[config.mk]
export PLATFORM = sky130hd
export DESIGN_NAME = ae_hyst_ctrl
export DESIGN_NICKNAME = d
export VERILOG_FILES = /design/src/rtl/ae_pkg.sv /design/src/rtl/ae_band_sel.sv /design/src/rtl/ae_luma_filter.sv /design/src/rtl/ae_exposure_core.sv /design/src/rtl/ae_hyst_ctrl.sv
export SDC_FILE = /design/constraint.sdc
export NUM_CORES = 1
export LEC_CHECK = 0
export BUFFER_PORTS_ARGS = -buffer_cell sky130_fd_sc_hd__buf_4
export CAP_MARGIN = 20
export CELL_PAD_IN_SITES_DETAIL_PLACEMENT = 2
export CELL_PAD_IN_SITES_GLOBAL_PLACEMENT = 2
export CORE_ASPECT_RATIO = 1.4
export CORE_MARGIN = 3
export CORE_UTILIZATION = 31
export DETAILED_ROUTE_END_ITERATION = 8
export PLACE_DENSITY_LB_ADDON = 0.1
export SLEW_MARGIN = 20
export SYNTH_ARGS = -nofsm -noshare
export SYNTH_HDL_FRONTEND = slang
export SYNTH_SLANG_ARGS = --single-unit
[constraint.sdc]
create_clock -name clk -period 10.24 [get_ports clk]
set_input_delay 1.024 -clock clk [delete_from_list [all_inputs] [get_ports clk]]
set_output_delay 1.024 -clock clk [all_outputs]
set_load 0.01 [all_outputs]
[src/rtl/ae_pkg.sv]
package ae_pkg;
    localparam int LUMA_W = 12;
    localparam int REG_W  = 8;
    localparam int SH_W   = 9;
    localparam int GAIN_W = 8;
    localparam int MEAS_SHIFT = LUMA_W - REG_W;

    typedef struct packed {
        logic [REG_W-1:0] ref_lvl;
        logic [REG_W-1:0] stop_band;
        logic [REG_W-1:0] restart_band;
    } band_t;

    typedef enum logic [1:0] {
        EXP_AUTO_AGC   = 2'b00,
        EXP_FIX_AGC    = 2'b01,
        EXP_AUTO_NOAGC = 2'b10,
        EXP_FIX_NOAGC  = 2'b11
    } exp_mode_e;

    // shutter step for the selected speed and error magnitude
    function automatic logic [4:0] step_of(input logic [1:0] speed,
                                           input logic [REG_W:0] mag);
        logic [4:0] coarse;
        coarse = 5'(mag >> 4);
        if (speed[1])
            return 5'd1;
        else if (speed[0])
            return 5'd8 + ((coarse > 5'd2) ? 5'd2 : coarse);
        else
            return 5'd10 + ((coarse > 5'd9) ? 5'd9 : coarse);
    endfunction
endpackage

[src/rtl/ae_band_sel.sv]
module ae_band_sel
    import ae_pkg::*;
(
    input  logic  use_blc,
    input  band_t norm_set,
    input  band_t blc_set,
    output band_t active
);
    always_comb active = use_blc ? blc_set : norm_set;
endmodule

[src/rtl/ae_luma_filter.sv]
module ae_luma_filter
    import ae_pkg::*;
(
    input  logic              clk,
    input  logic              rst,
    input  logic              stb,
    input  logic [LUMA_W-1:0] luma,
    input  logic [1:0]        smooth,
    output logic [LUMA_W-1:0] filt_next
);
    localparam int ACC_W = LUMA_W + 3;

    logic [LUMA_W-1:0] filt_q;
    logic [ACC_W-1:0]  acc3, acc7;

    always_comb begin
        acc3 = ACC_W'(filt_q) * ACC_W'(3) + ACC_W'(luma);
        acc7 = ACC_W'(filt_q) * ACC_W'(7) + ACC_W'(luma);
        if (smooth[1])
            filt_next = luma;
        else if (smooth[0])
            filt_next = LUMA_W'(acc3 >> 2);
        else
            filt_next = LUMA_W'(acc7 >> 3);
    end

    always_ff @(posedge clk) begin
        if (rst)
            filt_q <= '0;
        else if (stb)
            filt_q <= filt_next;
    end

    assert_filter_bounded_R2: assert property (@(posedge clk) disable iff (rst)
        stb |=> (filt_q <= ((luma_hi_q > filt_hi_q) ? luma_hi_q : filt_hi_q)));

    logic [LUMA_W-1:0] luma_hi_q, filt_hi_q;
    always_ff @(posedge clk) begin
        luma_hi_q <= luma;
        filt_hi_q <= filt_q;
    end
endmodule

[src/rtl/ae_exposure_core.sv]
module ae_exposure_core
    import ae_pkg::*;
#(
    parameter int SHUTTER_MAX  = 149,
    parameter int SHUTTER_INIT = 75,
    parameter int LIMIT_STEP   = 16
) (
    input  logic              clk,
    input  logic              rst,
    input  logic              stb,
    input  logic [REG_W-1:0]  meas,
    input  band_t             band,
    input  logic [1:0]        mode,
    input  logic [1:0]        speed,
    input  logic [1:0]        limit_sel,
    output logic [SH_W-1:0]   sh_q,
    output logic [GAIN_W-1:0] gain_q,
    output logic              settled_q
);
    localparam logic [SH_W-1:0]   SH_TOP  = SH_W'(SHUTTER_MAX);
    localparam logic [GAIN_W-1:0] GAIN_TOP = '1;

    logic signed [REG_W+1:0] err;
    logic [REG_W:0]          mag;
    logic                    dark, act, fixed_sh, agc_on;
    logic [4:0]              step;
    logic [SH_W-1:0]         floor_idx, sh_n;
    logic [SH_W:0]           sum;
    logic [GAIN_W-1:0]       gain_n;

    always_comb begin
        err       = $signed({2'b00, meas}) - $signed({2'b00, band.ref_lvl});
        dark      = err[REG_W+1];
        mag       = dark ? (REG_W+1)'(-err) : (REG_W+1)'(err);
        act       = settled_q ? (mag > {1'b0, band.restart_band})
                              : (mag > {1'b0, band.stop_band});
        fixed_sh  = mode[0];
        agc_on    = !mode[1];
        step      = step_of(speed, mag);
        floor_idx = SH_W'(limit_sel) * SH_W'(LIMIT_STEP);
        sum       = {1'b0, sh_q} + (SH_W+1)'(step);

        sh_n   = sh_q;
        gain_n = gain_q;
        if (act) begin
            if (dark) begin
                if (!fixed_sh && sh_q < SH_TOP) begin
                    sh_n = (sum > {1'b0, SH_TOP}) ? SH_TOP : sum[SH_W-1:0];
                    if (sh_n < floor_idx) sh_n = floor_idx;
                end else if (agc_on && gain_q != GAIN_TOP) begin
                    gain_n = gain_q + 1'b1;
                end
            end else begin
                if (!fixed_sh && sh_q > floor_idx) begin
                    sh_n = ((sh_q - floor_idx) <= SH_W'(step)) ? floor_idx
                                                              : sh_q - SH_W'(step);
                end else begin
                    if (!fixed_sh) sh_n = floor_idx;
                    if (agc_on && gain_q != '0) gain_n = gain_q - 1'b1;
                end
            end
        end
    end

    always_ff @(posedge clk) begin
        if (rst) begin
            sh_q      <= SH_W'(SHUTTER_INIT);
            gain_q    <= '0;
            settled_q <= 1'b0;
        end else if (stb) begin
            sh_q      <= sh_n;
            gain_q    <= gain_n;
            settled_q <= !act;
        end
    end

    assert_shutter_ceiling_R6: assert property (@(posedge clk) disable iff (rst)
        sh_q <= SH_TOP);

    assert_quiet_between_frames_R10: assert property (@(posedge clk) disable iff (rst)
        !stb |=> ($stable(sh_q) && $stable(gain_q) && $stable(settled_q)));

    assert_hold_freezes_R4: assert property (@(posedge clk) disable iff (rst)
        (settled_q && $past(settled_q)) |-> ($stable(sh_q) && $stable(gain_q)));

    assert_gain_unit_step_R7: assert property (@(posedge clk) disable iff (rst)
        (gain_q != $past(gain_q)) |->
            (gain_q == $past(gain_q) + 1'b1 || gain_q == $past(gain_q) - 1'b1));

    assert_gain_after_limit_R7: assert property (@(posedge clk) disable iff (rst)
        (gain_q != $past(gain_q)) |->
            ($past(mode[0]) || $past(sh_q) == SH_TOP || $past(sh_q) <= $past(floor_idx)));
endmodule

[src/rtl/ae_hyst_ctrl.sv]
module ae_hyst_ctrl
    import ae_pkg::*;
#(
    parameter int SHUTTER_MAX  = 149,
    parameter int SHUTTER_INIT = 75,
    parameter int LIMIT_STEP   = 16
) (
    input  logic              clk,
    input  logic              rst,
    input  logic              frame_stb,
    input  logic [LUMA_W-1:0] luma_in,
    input  logic              backlight_en,
    input  logic [REG_W-1:0]  ref_norm,
    input  logic [REG_W-1:0]  stop_norm,
    input  logic [REG_W-1:0]  restart_norm,
    input  logic [REG_W-1:0]  ref_blc,
    input  logic [REG_W-1:0]  stop_blc,
    input  logic [REG_W-1:0]  restart_blc,
    input  logic [1:0]        exp_mode,
    input  logic [1:0]        step_speed,
    input  logic [1:0]        smooth_sel,
    input  logic [1:0]        limit_sel,
    input  logic [SH_W-1:0]   fixed_shutter,
    input  logic [GAIN_W-1:0] preset_gain,
    output logic [SH_W-1:0]   shutter_idx,
    output logic [GAIN_W-1:0] agc_gain,
    output logic              settled
);
    localparam logic [SH_W-1:0] SH_TOP = SH_W'(SHUTTER_MAX);

    band_t             norm_set, blc_set, active_set;
    logic [LUMA_W-1:0] filt_next;
    logic [SH_W-1:0]   sh_auto;
    logic [GAIN_W-1:0] gain_auto;
    exp_mode_e         mode_e;

    assign norm_set = '{ref_lvl: ref_norm, stop_band: stop_norm, restart_band: restart_norm};
    assign blc_set  = '{ref_lvl: ref_blc,  stop_band: stop_blc,  restart_band: restart_blc};
    assign mode_e   = exp_mode_e'(exp_mode);

    ae_band_sel u_band (
        .use_blc  (backlight_en),
        .norm_set (norm_set),
        .blc_set  (blc_set),
        .active   (active_set)
    );

    ae_luma_filter u_filt (
        .clk       (clk),
        .rst       (rst),
        .stb       (frame_stb),
        .luma      (luma_in),
        .smooth    (smooth_sel),
        .filt_next (filt_next)
    );

    ae_exposure_core #(
        .SHUTTER_MAX  (SHUTTER_MAX),
        .SHUTTER_INIT (SHUTTER_INIT),
        .LIMIT_STEP   (LIMIT_STEP)
    ) u_core (
        .clk       (clk),
        .rst       (rst),
        .stb       (frame_stb),
        .meas      (filt_next[LUMA_W-1:MEAS_SHIFT]),
        .band      (active_set),
        .mode      (exp_mode),
        .speed     (step_speed),
        .limit_sel (limit_sel),
        .sh_q      (sh_auto),
        .gain_q    (gain_auto),
        .settled_q (settled)
    );

    always_comb begin
        if (mode_e == EXP_FIX_AGC || mode_e == EXP_FIX_NOAGC)
            shutter_idx = (fixed_shutter > SH_TOP) ? SH_TOP : fixed_shutter;
        else
            shutter_idx = sh_auto;
        if (mode_e == EXP_AUTO_NOAGC || mode_e == EXP_FIX_NOAGC)
            agc_gain = preset_gain;
        else
            agc_gain = gain_auto;
    end

    assert_fixed_shutter_legal_R8: assert property (@(posedge clk) disable iff (rst)
        shutter_idx <= SH_TOP);
endmodule

==> results of run 1 <==
area by class of cell:
cell class	instances	area [um2]
sequential	30	603
timing repair buffer	165	1240
tap	252	315
multi-input combinational	652	5430
fill	2316	11900
clock inverter	1	30.0
inverter	87	327
clock buffer	6	139
registers in the layout, indices dropped and copies added, names as in the netlist:
signal / flops
u_core.settled_q: 1
u_filt.filt_q: 12
u_core.gain_q: 8
u_core.sh_q: 9
critical path, delay by kind of cell:
family,cells,cell delay (ps)
AOI/OAI and AO/OA,17,3600
and+or+nand+nor,13,2220
adders and majority gates,6,2070
buffers and inverters,4,480
xor gates and xnor gates,2,340
muxes,1,160
cell usage in the layout (no fill, tap or decap), types with 4 or more instances in the layout:
cell type and instances:
sky130_fd_sc_hd__nand4_1 9, sky130_fd_sc_hd__nor2_1 70, sky130_fd_sc_hd__nand3_1 17, sky130_fd_sc_hd__o22a_1 4
sky130_fd_sc_hd__o21ai_1 7, sky130_fd_sc_hd__o21a_1 10, sky130_fd_sc_hd__nor2b_1 12, sky130_fd_sc_hd__nand2b_1 11
sky130_fd_sc_hd__inv_2 4, sky130_fd_sc_hd__o211ai_1 8, sky130_fd_sc_hd__mux2_2 15, sky130_fd_sc_hd__xor2_1 15
sky130_fd_sc_hd__xnor2_1 27, sky130_fd_sc_hd__clkbuf_16 5, sky130_fd_sc_hd__nand2_1 32, sky130_fd_sc_hd__and3_1 7
sky130_fd_sc_hd__buf_4 165, sky130_fd_sc_hd__or3_1 4, sky130_fd_sc_hd__fa_1 37, sky130_fd_sc_hd__a21o_1 20
sky130_fd_sc_hd__inv_1 83, sky130_fd_sc_hd__a31oi_1 8, sky130_fd_sc_hd__o41ai_1 5, sky130_fd_sc_hd__a211oi_1 11
sky130_fd_sc_hd__a211oi_2 6, sky130_fd_sc_hd__o21bai_1 4, sky130_fd_sc_hd__a211o_1 9, sky130_fd_sc_hd__nor3b_1 4
sky130_fd_sc_hd__nor4_1 10, sky130_fd_sc_hd__and2_1 5, sky130_fd_sc_hd__a21oi_1 52, sky130_fd_sc_hd__nor3_1 8
sky130_fd_sc_hd__o21ai_0 29, sky130_fd_sc_hd__o31ai_1 7, sky130_fd_sc_hd__dfxtp_1 28, sky130_fd_sc_hd__a21oi_2 6
sky130_fd_sc_hd__mux2i_1 40, sky130_fd_sc_hd__ha_1 71
logic make-up after synthesis:
logic type,Yosys count,share of synthesized area
AO/OA/AOI/OAI,226,0.247
XOR/XNOR,42,0.0580
adder cells (fa/ha/maj),112,0.265
buffers and inverters,115,0.0687
flip-flops,30,0.0947
multiplexers,55,0.0898
AND/OR/NAND/NOR,217,0.178
power by group:
group | leakage [nW] | internal [mW] | switching, mW
clock | 0.0829 | 0.120 | 0.0590
combinational | 3.49 | 1.12 | 1.41
sequential | 0.246 | 0.145 | 0.0503
total | 3.82 | 1.39 | 1.52
what timing repair did:
action                     CTS  global route
pin swaps                    0            10
resized for setup            1            34
cloned                       0             0
setup endpoints to repair    1             6
buffers inserted             0             5
stage by stage:
step | worst slack [ps] | utilization
5_1_grt | -35.0 | 0.404
3_3_place_gp | 232 | 0.388
3_5_place_dp | -107 | 0.388
2_1_floorplan | 588 | -
6_report | 514 | 0.404
4_1_cts | 21.2 | 0.396
routing by layer:
metal	up-vias	GRT usage	wire (um)
met5	-	0	0
met4	0	0.0693	637
met3	28	0.0107	276
met2	69	0.436	14000
met1	3329	0.237	9300
li1	3162	-	-
worst max path at each step:
stage | slack (ps) | start | endpoint | cells past startpoint
6_report | 510 | luma_in[1] | u_core.sh_q[3] | 43
5_1_grt | -30 | luma_in[1] | u_core.sh_q[3] | 43
3_3_place_gp | 230 | luma_in[3] | u_core.sh_q[3] | 41
3_5_place_dp | -110 | luma_in[3] | u_core.sh_q[3] | 40
4_1_cts | 20 | u_filt.filt_q[5] | u_core.sh_q[3] | 40
2_1_floorplan | 590 | luma_in[7] | u_core.sh_q[3] | 45
==> impl_metrics.prom, run 1 <==
# TYPE chip_impl_metric gauge
chip_impl_info{name="run_status",value="complete, no violations"} 1
chip_impl_metric{name="placed_area",unit="um2"} 7750
chip_impl_metric{name="tritoncts.num_buffers",unit=""} 5
chip_impl_metric{name="powerDensity",unit="nW/um2"} 360
chip_impl_metric{name="fin_worst_hold_slack",unit="ps"} 536
chip_impl_metric{name="peakVddDrop",unit="V"} 0.000184
chip_impl_metric{name="critical_path_arrival",unit="ps"} 9900
chip_impl_metric{name="io_pins",unit=""} 107
chip_impl_metric{name="syn-mean-instance-area",unit="um2"} 7.96
chip_impl_info{name="clock_tree_from_tritoncts",value="done"} 1
chip_impl_metric{name="n_antenna_cell",unit=""} 0
chip_impl_metric{name="top_cell_type_s_share_of_synthesized_area",unit=""} 0.148
chip_impl_metric{name="crit_path_max_fanout",unit=""} 5
chip_impl_metric{name="postCtsHoldBufs",unit=""} 0
chip_impl_info{name="yosysMostFrequentCell",value="sky130_fd_sc_hd__inv_1"} 1
chip_impl_info{name="cts_root_buffer",value="sky130_fd_sc_hd__clkbuf_16"} 1
chip_impl_metric{name="clk_transition_reported_paths",unit="ps"} 60
chip_impl_metric{name="cts_max_level",unit=""} 2
chip_impl_metric{name="initialDrtViolationCount",unit=""} 174
chip_impl_metric{name="postRouteWirelength",unit="um"} 24200
chip_impl_info{name="timing.critical_path.to_type",value="register"} 1
chip_impl_metric{name="nets",unit=""} 1142
chip_impl_metric{name="report.final.hold_viol_count",unit=""} 0
chip_impl_metric{name="final_layout_size_suffix_gt1_frac",unit=""} 0.247
chip_impl_info{name="r2r_end",value="u_core.sh_q[3]"} 1
chip_impl_metric{name="timing.final.max_slew_violations",unit=""} 0
chip_impl_info{name="critPathLaunchType",value="input pin"} 1
chip_impl_metric{name="setup_skew",unit="ps"} 9.06
chip_impl_metric{name="yosys_register_bits",unit=""} 30
chip_impl_metric{name="numPlacedInstances",unit=""} 1181
chip_impl_metric{name="number_of_library_cell_types_mapped_by_synthesis",unit=""} 75
chip_impl_info{name="critical_path.slowest_cell",value="sky130_fd_sc_hd__fa_1"} 1
chip_impl_info{name="post-synth-top-area-cell",value="sky130_fd_sc_hd__ha_1"} 1
chip_impl_metric{name="post_synthesis_instance_area",unit="um2"} 6340
chip_impl_metric{name="syn_nets",unit=""} 998
chip_impl_metric{name="synth_async_sr_flop_share",unit=""} 0
chip_impl_info{name="holdCritPathClass",value="reg -> reg"} 1
chip_impl_metric{name="synth-edff-count",unit=""} 0
chip_impl_metric{name="setup.reg_to_reg.worst_slack",unit="ps"} 580
chip_impl_info{name="holdCritStartpoint",value="u_filt.filt_q[5]"} 1
chip_impl_metric{name="clk-insertion-delay-late",unit="ps"} 290
chip_impl_metric{name="route.antenna.remaining_nets",unit=""} 0
chip_impl_metric{name="gp_congestion",unit=""} 0.903
chip_impl_metric{name="grt_first_pass_wirelength",unit="um"} 39200
chip_impl_metric{name="timing.critical_path.required",unit="ps"} 10410
chip_impl_metric{name="timing_worst_slew_pin_value",unit="ps"} 768
chip_impl_metric{name="floorplan_die_height",unit="um"} 175
chip_impl_metric{name="first_global_vias",unit=""} 7562
chip_impl_info{name="ys_dominant_reg_cell",value="sky130_fd_sc_hd__dfxtp_1"} 1
chip_impl_metric{name="synth-seq-area-share",unit=""} 0.0947
chip_impl_metric{name="core.rowCount",unit=""} 61
chip_impl_metric{name="max_freq",unit="MHz"} 103
chip_impl_metric{name="clock_tree.buffer_depth",unit=""} 2
chip_impl_metric{name="max_incr_delay_on_cp",unit="ps"} 560
chip_impl_metric{name="start_util",unit=""} 0.317
chip_impl_metric{name="core-area",unit="um2"} 20000
chip_impl_metric{name="worstHoldPathCells",unit=""} 2
chip_impl_metric{name="tns",unit="ps"} 0
chip_impl_metric{name="io_buffers",unit=""} 106
chip_impl_info{name="holdPathEnd",value="u_filt.filt_q[5]"} 1
chip_impl_metric{name="post_drt_via_cell_ratio",unit=""} 5.52
chip_impl_metric{name="hpwl",unit="um"} 20400
chip_impl_metric{name="synthCells",unit=""} 797
chip_impl_info{name="synthTopCellsByArea",value="sky130_fd_sc_hd__ha_1 15%, sky130_fd_sc_hd__fa_1 12%, sky130_fd_sc_hd__dfxtp_1 9.5%, sky130_fd_sc_hd__mux2i_1 6.3%, sky130_fd_sc_hd__inv_1 5.1%"} 1
chip_impl_metric{name="synth-warning-count",unit=""} 0
chip_impl_metric{name="grt_max_degree",unit=""} 34
chip_impl_metric{name="count_of_final_setup_violators",unit=""} 0
chip_impl_info{name="worst_r2r_startpoint",value="u_filt.filt_q[4]"} 1
chip_impl_metric{name="floorplan.die_area",unit="um2"} 22200
chip_impl_info{name="timing_worst_setup_path_type",value="in -> reg"} 1
chip_impl_metric{name="post-route-drc-count",unit=""} 0
chip_impl_metric{name="final_cell_area",unit="um2"} 8080
chip_impl_metric{name="grt_antenna_before_repair",unit=""} 0
chip_impl_metric{name="syn2layout_area_growth",unit="%"} 27.4
chip_impl_metric{name="cts.sinks",unit=""} 30
chip_impl_metric{name="layout.cells.non_filler",unit=""} 1193
chip_impl_metric{name="via_count",unit=""} 6588
chip_impl_metric{name="grt_util_all_layers",unit=""} 0.217
chip_impl_metric{name="wl_per_cell",unit="um"} 20.3
chip_impl_metric{name="first_pass_iters",unit=""} 4
chip_impl_metric{name="timing.final.crit_share",unit=""} 0.950
chip_impl_metric{name="finalPower",unit="mW"} 2.91
chip_impl_metric{name="chipWidth",unit="um"} 127
chip_impl_metric{name="relSlewSlack",unit=""} 0.488
chip_impl_metric{name="max-cap-violations",unit=""} 0
chip_impl_metric{name="p_leak",unit="nW"} 3.82
chip_impl_info{name="synth.top_cells.by_count",value="87 x sky130_fd_sc_hd__inv_1, 75 x sky130_fd_sc_hd__ha_1, 73 x sky130_fd_sc_hd__nor2_1"} 1
chip_impl_metric{name="reg2reg_depth",unit=""} 43
chip_impl_metric{name="finalWorstPathRequiredPeriod",unit="ps"} 9730
chip_impl_metric{name="globalRoute.totalOverflow",unit=""} 0
Power figures use the tool's default switching activity.
==> run 2, diff against run 1 <==
- ABC_AREA: default -> 1
- CORE_UTILIZATION: 31 -> 29
- PLACE_DENSITY: default -> 0.75
- PLACE_DENSITY_LB_ADDON: 0.1 -> default
==> impl_metrics.prom, run 2 <==
# TYPE chip_impl_metric gauge
chip_impl_metric{name="syn-mean-instance-area",unit="um2"} 6.71
chip_impl_info{name="timing.critical_path.max_delay_family",value="adder cells"} 1
chip_impl_metric{name="clk-insertion-delay-late",unit="ps"} 290
chip_impl_metric{name="pwr-share-clk",unit=""} 0.101
chip_impl_metric{name="synth-edff-count",unit=""} 0
chip_impl_metric{name="power.share.switching",unit=""} 0.557
chip_impl_info{name="globalRoute.busiestLayer",value="met2"} 1
chip_impl_metric{name="reg2reg_depth",unit=""} 49
chip_impl_metric{name="postRouteWirelength",unit="um"} 22400
chip_impl_metric{name="cts_max_level",unit=""} 2
chip_impl_metric{name="layout.cells.non_filler",unit=""} 1281
chip_impl_metric{name="setup_skew",unit="ps"} 10.5
chip_impl_metric{name="critical_path_arrival",unit="ps"} 8690
chip_impl_metric{name="synth-seq-area-share",unit=""} 0.0965
chip_impl_metric{name="final_layout_size_suffix_gt1_frac",unit=""} 0.167
chip_impl_metric{name="core.rowCount",unit=""} 62
chip_impl_info{name="rsz0062_at_grt",value="false"} 1
chip_impl_metric{name="critical_path.n_buffers_inverters",unit=""} 7
chip_impl_info{name="layout_top_registers",value="u_filt.filt_q x12, u_core.sh_q x9, u_core.gain_q x8"} 1
chip_impl_metric{name="report.final.hold_viol_count",unit=""} 0
chip_impl_info{name="timing.critical_path.to_type",value="register"} 1
chip_impl_metric{name="postCtsHoldBufs",unit=""} 0
chip_impl_metric{name="syn2layout_area_growth",unit="%"} 19.1
chip_impl_metric{name="cts.repair_timing.setup_buffer_count",unit=""} 0
chip_impl_info{name="clock_tree_from_tritoncts",value="done"} 1
chip_impl_metric{name="start_util",unit=""} 0.299
chip_impl_info{name="mostFrequentLayoutCell",value="sky130_fd_sc_hd__nand2_1"} 1
chip_impl_metric{name="core-area",unit="um2"} 20800
chip_impl_metric{name="synth-warning-count",unit=""} 0
chip_impl_metric{name="timing_worst_slew_pin_value",unit="ps"} 746
chip_impl_metric{name="timing.critical_path.required",unit="ps"} 10460
chip_impl_metric{name="cts.sinks",unit=""} 30
chip_impl_info{name="ys_dominant_reg_cell",value="sky130_fd_sc_hd__dfxtp_1"} 1
chip_impl_metric{name="tns",unit="ps"} 0
chip_impl_metric{name="clk_transition_reported_paths",unit="ps"} 60
chip_impl_info{name="critPathLaunchType",value="register"} 1
chip_impl_metric{name="relSlewSlack",unit=""} 0.497
chip_impl_info{name="synth.top_cells.by_count",value="194 x sky130_fd_sc_hd__nand2_1, 156 x sky130_fd_sc_hd__inv_1, 78 x sky130_fd_sc_hd__a21oi_1"} 1
chip_impl_info{name="worst_r2r_startpoint",value="u_filt.filt_q[4]"} 1
chip_impl_info{name="critical_path.most_common_cell",value="sky130_fd_sc_hd__nand2_1"} 1
chip_impl_info{name="timing_worst_setup_path_type",value="reg -> reg"} 1
chip_impl_info{name="critPathLaunch",value="u_filt.filt_q[4]"} 1
chip_impl_metric{name="grt_max_degree",unit=""} 27
chip_impl_metric{name="detailedPlace.worstSlack",unit="ps"} 1590
chip_impl_metric{name="post_synthesis_instance_area",unit="um2"} 6230
chip_impl_metric{name="p_int",unit="mW"} 0.707
chip_impl_metric{name="largest_register_ff_count",unit=""} 12
chip_impl_metric{name="p_leak",unit="nW"} 3.89
chip_impl_metric{name="filler_cells_inserted",unit=""} 2603
chip_impl_metric{name="post-route-drc-count",unit=""} 0
chip_impl_metric{name="final_critical_path_setup_slack",unit="ps"} 1770
chip_impl_info{name="run_status",value="complete, no violations"} 1
chip_impl_metric{name="hpwl",unit="um"} 19500
chip_impl_metric{name="grt_antenna_before_repair",unit=""} 0
chip_impl_metric{name="nets",unit=""} 1225
chip_impl_metric{name="grt_first_pass_wirelength",unit="um"} 36200
chip_impl_metric{name="via_count",unit=""} 6499
chip_impl_metric{name="syn_nets",unit=""} 1129
chip_impl_metric{name="post_drt_via_cell_ratio",unit=""} 5.07
chip_impl_metric{name="clock_tree.buffer_depth",unit=""} 2
chip_impl_metric{name="max_freq",unit="MHz"} 118
chip_impl_metric{name="crit_path_max_fanout",unit=""} 25
chip_impl_metric{name="setup.reg_to_reg.worst_slack",unit="ps"} 1770
chip_impl_info{name="critical_path.slowest_cell",value="sky130_fd_sc_hd__fa_1"} 1
chip_impl_metric{name="power.sequential.fraction",unit=""} 0.108
chip_impl_metric{name="top_cell_type_s_share_of_synthesized_area",unit=""} 0.151
chip_impl_metric{name="worstSetupPathDepth",unit=""} 49
chip_impl_metric{name="placed_area",unit="um2"} 7270
chip_impl_info{name="largest-register",value="u_filt.filt_q"} 1
chip_impl_metric{name="powerDensity",unit="nW/um2"} 215
chip_impl_info{name="post-synth-top-area-cell",value="sky130_fd_sc_hd__ha_1"} 1
chip_impl_metric{name="share_comb_of_total_power",unit=""} 0.791
chip_impl_metric{name="globalRouteMet3Util",unit=""} 0.0101
chip_impl_metric{name="floorplan_die_height",unit="um"} 179
chip_impl_info{name="synthTopCellsByArea",value="sky130_fd_sc_hd__ha_1 15%, sky130_fd_sc_hd__fa_1 12%, sky130_fd_sc_hd__nand2_1 12%, sky130_fd_sc_hd__dfxtp_1 9.6%, sky130_fd_sc_hd__inv_1 9.4%"} 1
chip_impl_info{name="critical_path.endpoint",value="u_core.sh_q[5]"} 1
chip_impl_metric{name="fin_worst_hold_slack",unit="ps"} 516
chip_impl_metric{name="count_of_final_setup_violators",unit=""} 0
chip_impl_metric{name="max-cap-violations",unit=""} 0
chip_impl_metric{name="utilization",unit=""} 0.357
chip_impl_metric{name="n_antenna_cell",unit=""} 0
chip_impl_metric{name="finalPower",unit="mW"} 1.60
chip_impl_info{name="holdCritStartpoint",value="u_core.gain_q[3]"} 1
chip_impl_metric{name="p_switching",unit="mW"} 0.888
chip_impl_metric{name="finalWorstPathRequiredPeriod",unit="ps"} 8470
chip_impl_metric{name="io_pins",unit=""} 107
chip_impl_metric{name="synthCells",unit=""} 928
chip_impl_metric{name="numPlacedInstances",unit=""} 1273
chip_impl_metric{name="floorplan.die_area",unit="um2"} 23300
chip_impl_metric{name="initialDrtViolationCount",unit=""} 166
chip_impl_metric{name="io_buffers",unit=""} 106
chip_impl_metric{name="synth_async_sr_flop_share",unit=""} 0
chip_impl_metric{name="timing.final.crit_share",unit=""} 0.827
chip_impl_metric{name="wl_per_cell",unit="um"} 17.5
chip_impl_metric{name="gp_congestion",unit=""} 0.825
chip_impl_info{name="r2r_end",value="u_core.sh_q[5]"} 1
chip_impl_info{name="cts_root_buffer",value="sky130_fd_sc_hd__clkbuf_16"} 1
chip_impl_metric{name="first_global_vias",unit=""} 7259
chip_impl_metric{name="tritoncts.num_buffers",unit=""} 5
chip_impl_metric{name="timing.final.max_slew_violations",unit=""} 0
chip_impl_metric{name="chipWidth",unit="um"} 130
chip_impl_info{name="highest_count_cells_in_the_layout_ignoring_fill_and_taps",value="194 x sky130_fd_sc_hd__nand2_1, 156 x sky130_fd_sc_hd__inv_1, 106 x sky130_fd_sc_hd__buf_4"} 1
chip_impl_metric{name="final_cell_area",unit="um2"} 7420
chip_impl_metric{name="globalRoute.totalOverflow",unit=""} 0
chip_impl_metric{name="cts_resized",unit=""} 0
chip_impl_metric{name="max_incr_delay_on_cp",unit="ps"} 530
chip_impl_metric{name="first_pass_iters",unit=""} 4
chip_impl_metric{name="peakVddDrop",unit="V"} 0.0000904
chip_impl_metric{name="use_met1",unit=""} 0.198
chip_impl_info{name="holdCritPathClass",value="reg -> reg"} 1
chip_impl_info{name="yosysMostFrequentCell",value="sky130_fd_sc_hd__nand2_1"} 1
chip_impl_metric{name="groute.layer.met2.usage",unit=""} 0.420
chip_impl_metric{name="route.antenna.remaining_nets",unit=""} 0
chip_impl_metric{name="grt_util_all_layers",unit=""} 0.195
chip_impl_metric{name="number_of_library_cell_types_mapped_by_synthesis",unit=""} 51
chip_impl_metric{name="yosys_register_bits",unit=""} 30
-- run 2: changes by cell type after synthesis, moves of 12 or more --
cell,before,now
sky130_fd_sc_hd__nand2_1,32,194
sky130_fd_sc_hd__inv_1,87,156
sky130_fd_sc_hd__nand3_1,17,57
sky130_fd_sc_hd__a21oi_1,57,78
sky130_fd_sc_hd__mux2i_1,40,19
sky130_fd_sc_hd__o21ai_0,32,52
sky130_fd_sc_hd__nor2_1,73,54
sky130_fd_sc_hd__a21o_1,20,2
sky130_fd_sc_hd__nand2_2,0,18
sky130_fd_sc_hd__xnor2_1,27,10
sky130_fd_sc_hd__mux2_2,15,3
sky130_fd_sc_hd__nor2b_1,12,0
-- run 2: cell families (layout without fill, tap and decap cells) --
family                   count (synthesis)  after routing  synth area share
adder cells (fa/ha/maj)                112            112             0.270
AO/OA/AOI/OAI                          172            172             0.155
buffers and inverters                  185            282             0.115
AND/OR/NAND/NOR                        377            377             0.286
multiplexers                            22             22            0.0360
XOR/XNOR                                30             30            0.0422
flip-flops                              30             30            0.0965
-- run 2: power by group through the flow --
stage               Sequential (mW)  Clock, mW  Combinational (mW)
floorplan                     0.159          0               0.934
global placement              0.175          0                1.25
detailed placement            0.175          0                1.29
CTS                           0.173      0.167                1.29
global route                  0.177      0.170                1.46
finish                        0.172      0.161                1.26
-- run 2: how the worst min path moves through the flow --
stage,to,slack (ps),depth (start not counted)
global placement,u_core.gain_q[3],500,2
finish,u_core.gain_q[3],520,2
global route,u_core.gain_q[4],540,2
CTS,u_core.gain_q[3],520,2
detailed placement,u_core.gain_q[3],510,2
floorplan,u_core.gain_q[3],480,2
-- run 2: layout make-up --
type,instances,area (um2),area share
Timing Repair Buffer,106,796,0.107
Tap cell,256,320,0.0432
Multi-Input combinational cell,713,4910,0.662
Clock buffer,6,139,0.0187
Sequential cell,30,601,0.0810
Clock inverter,2,12.5,0.00169
Inverter,168,639,0.0862
-- run 2: metal layers --
layer | part of all wire | up-vias | wire (um)
met3 | 0.012 | 20 | 262
li1 | - | 3223 | -
met4 | 0.016 | 0 | 369
met2 | 0.61 | 61 | 13500
met1 | 0.37 | 3195 | 8200
met5 | 0 | - | 0
-- run 2: worst reg2reg max path, delay by kind of cell (launching register included) --
family	cells	cell delay [ps]
AND/OR/NAND/NOR	24	2410
AO/OA/AOI/OAI	10	1840
adder cells (fa/ha/maj)	7	2680
XOR/XNOR	1	150
buffers and inverters	7	840
flip-flops	1	470
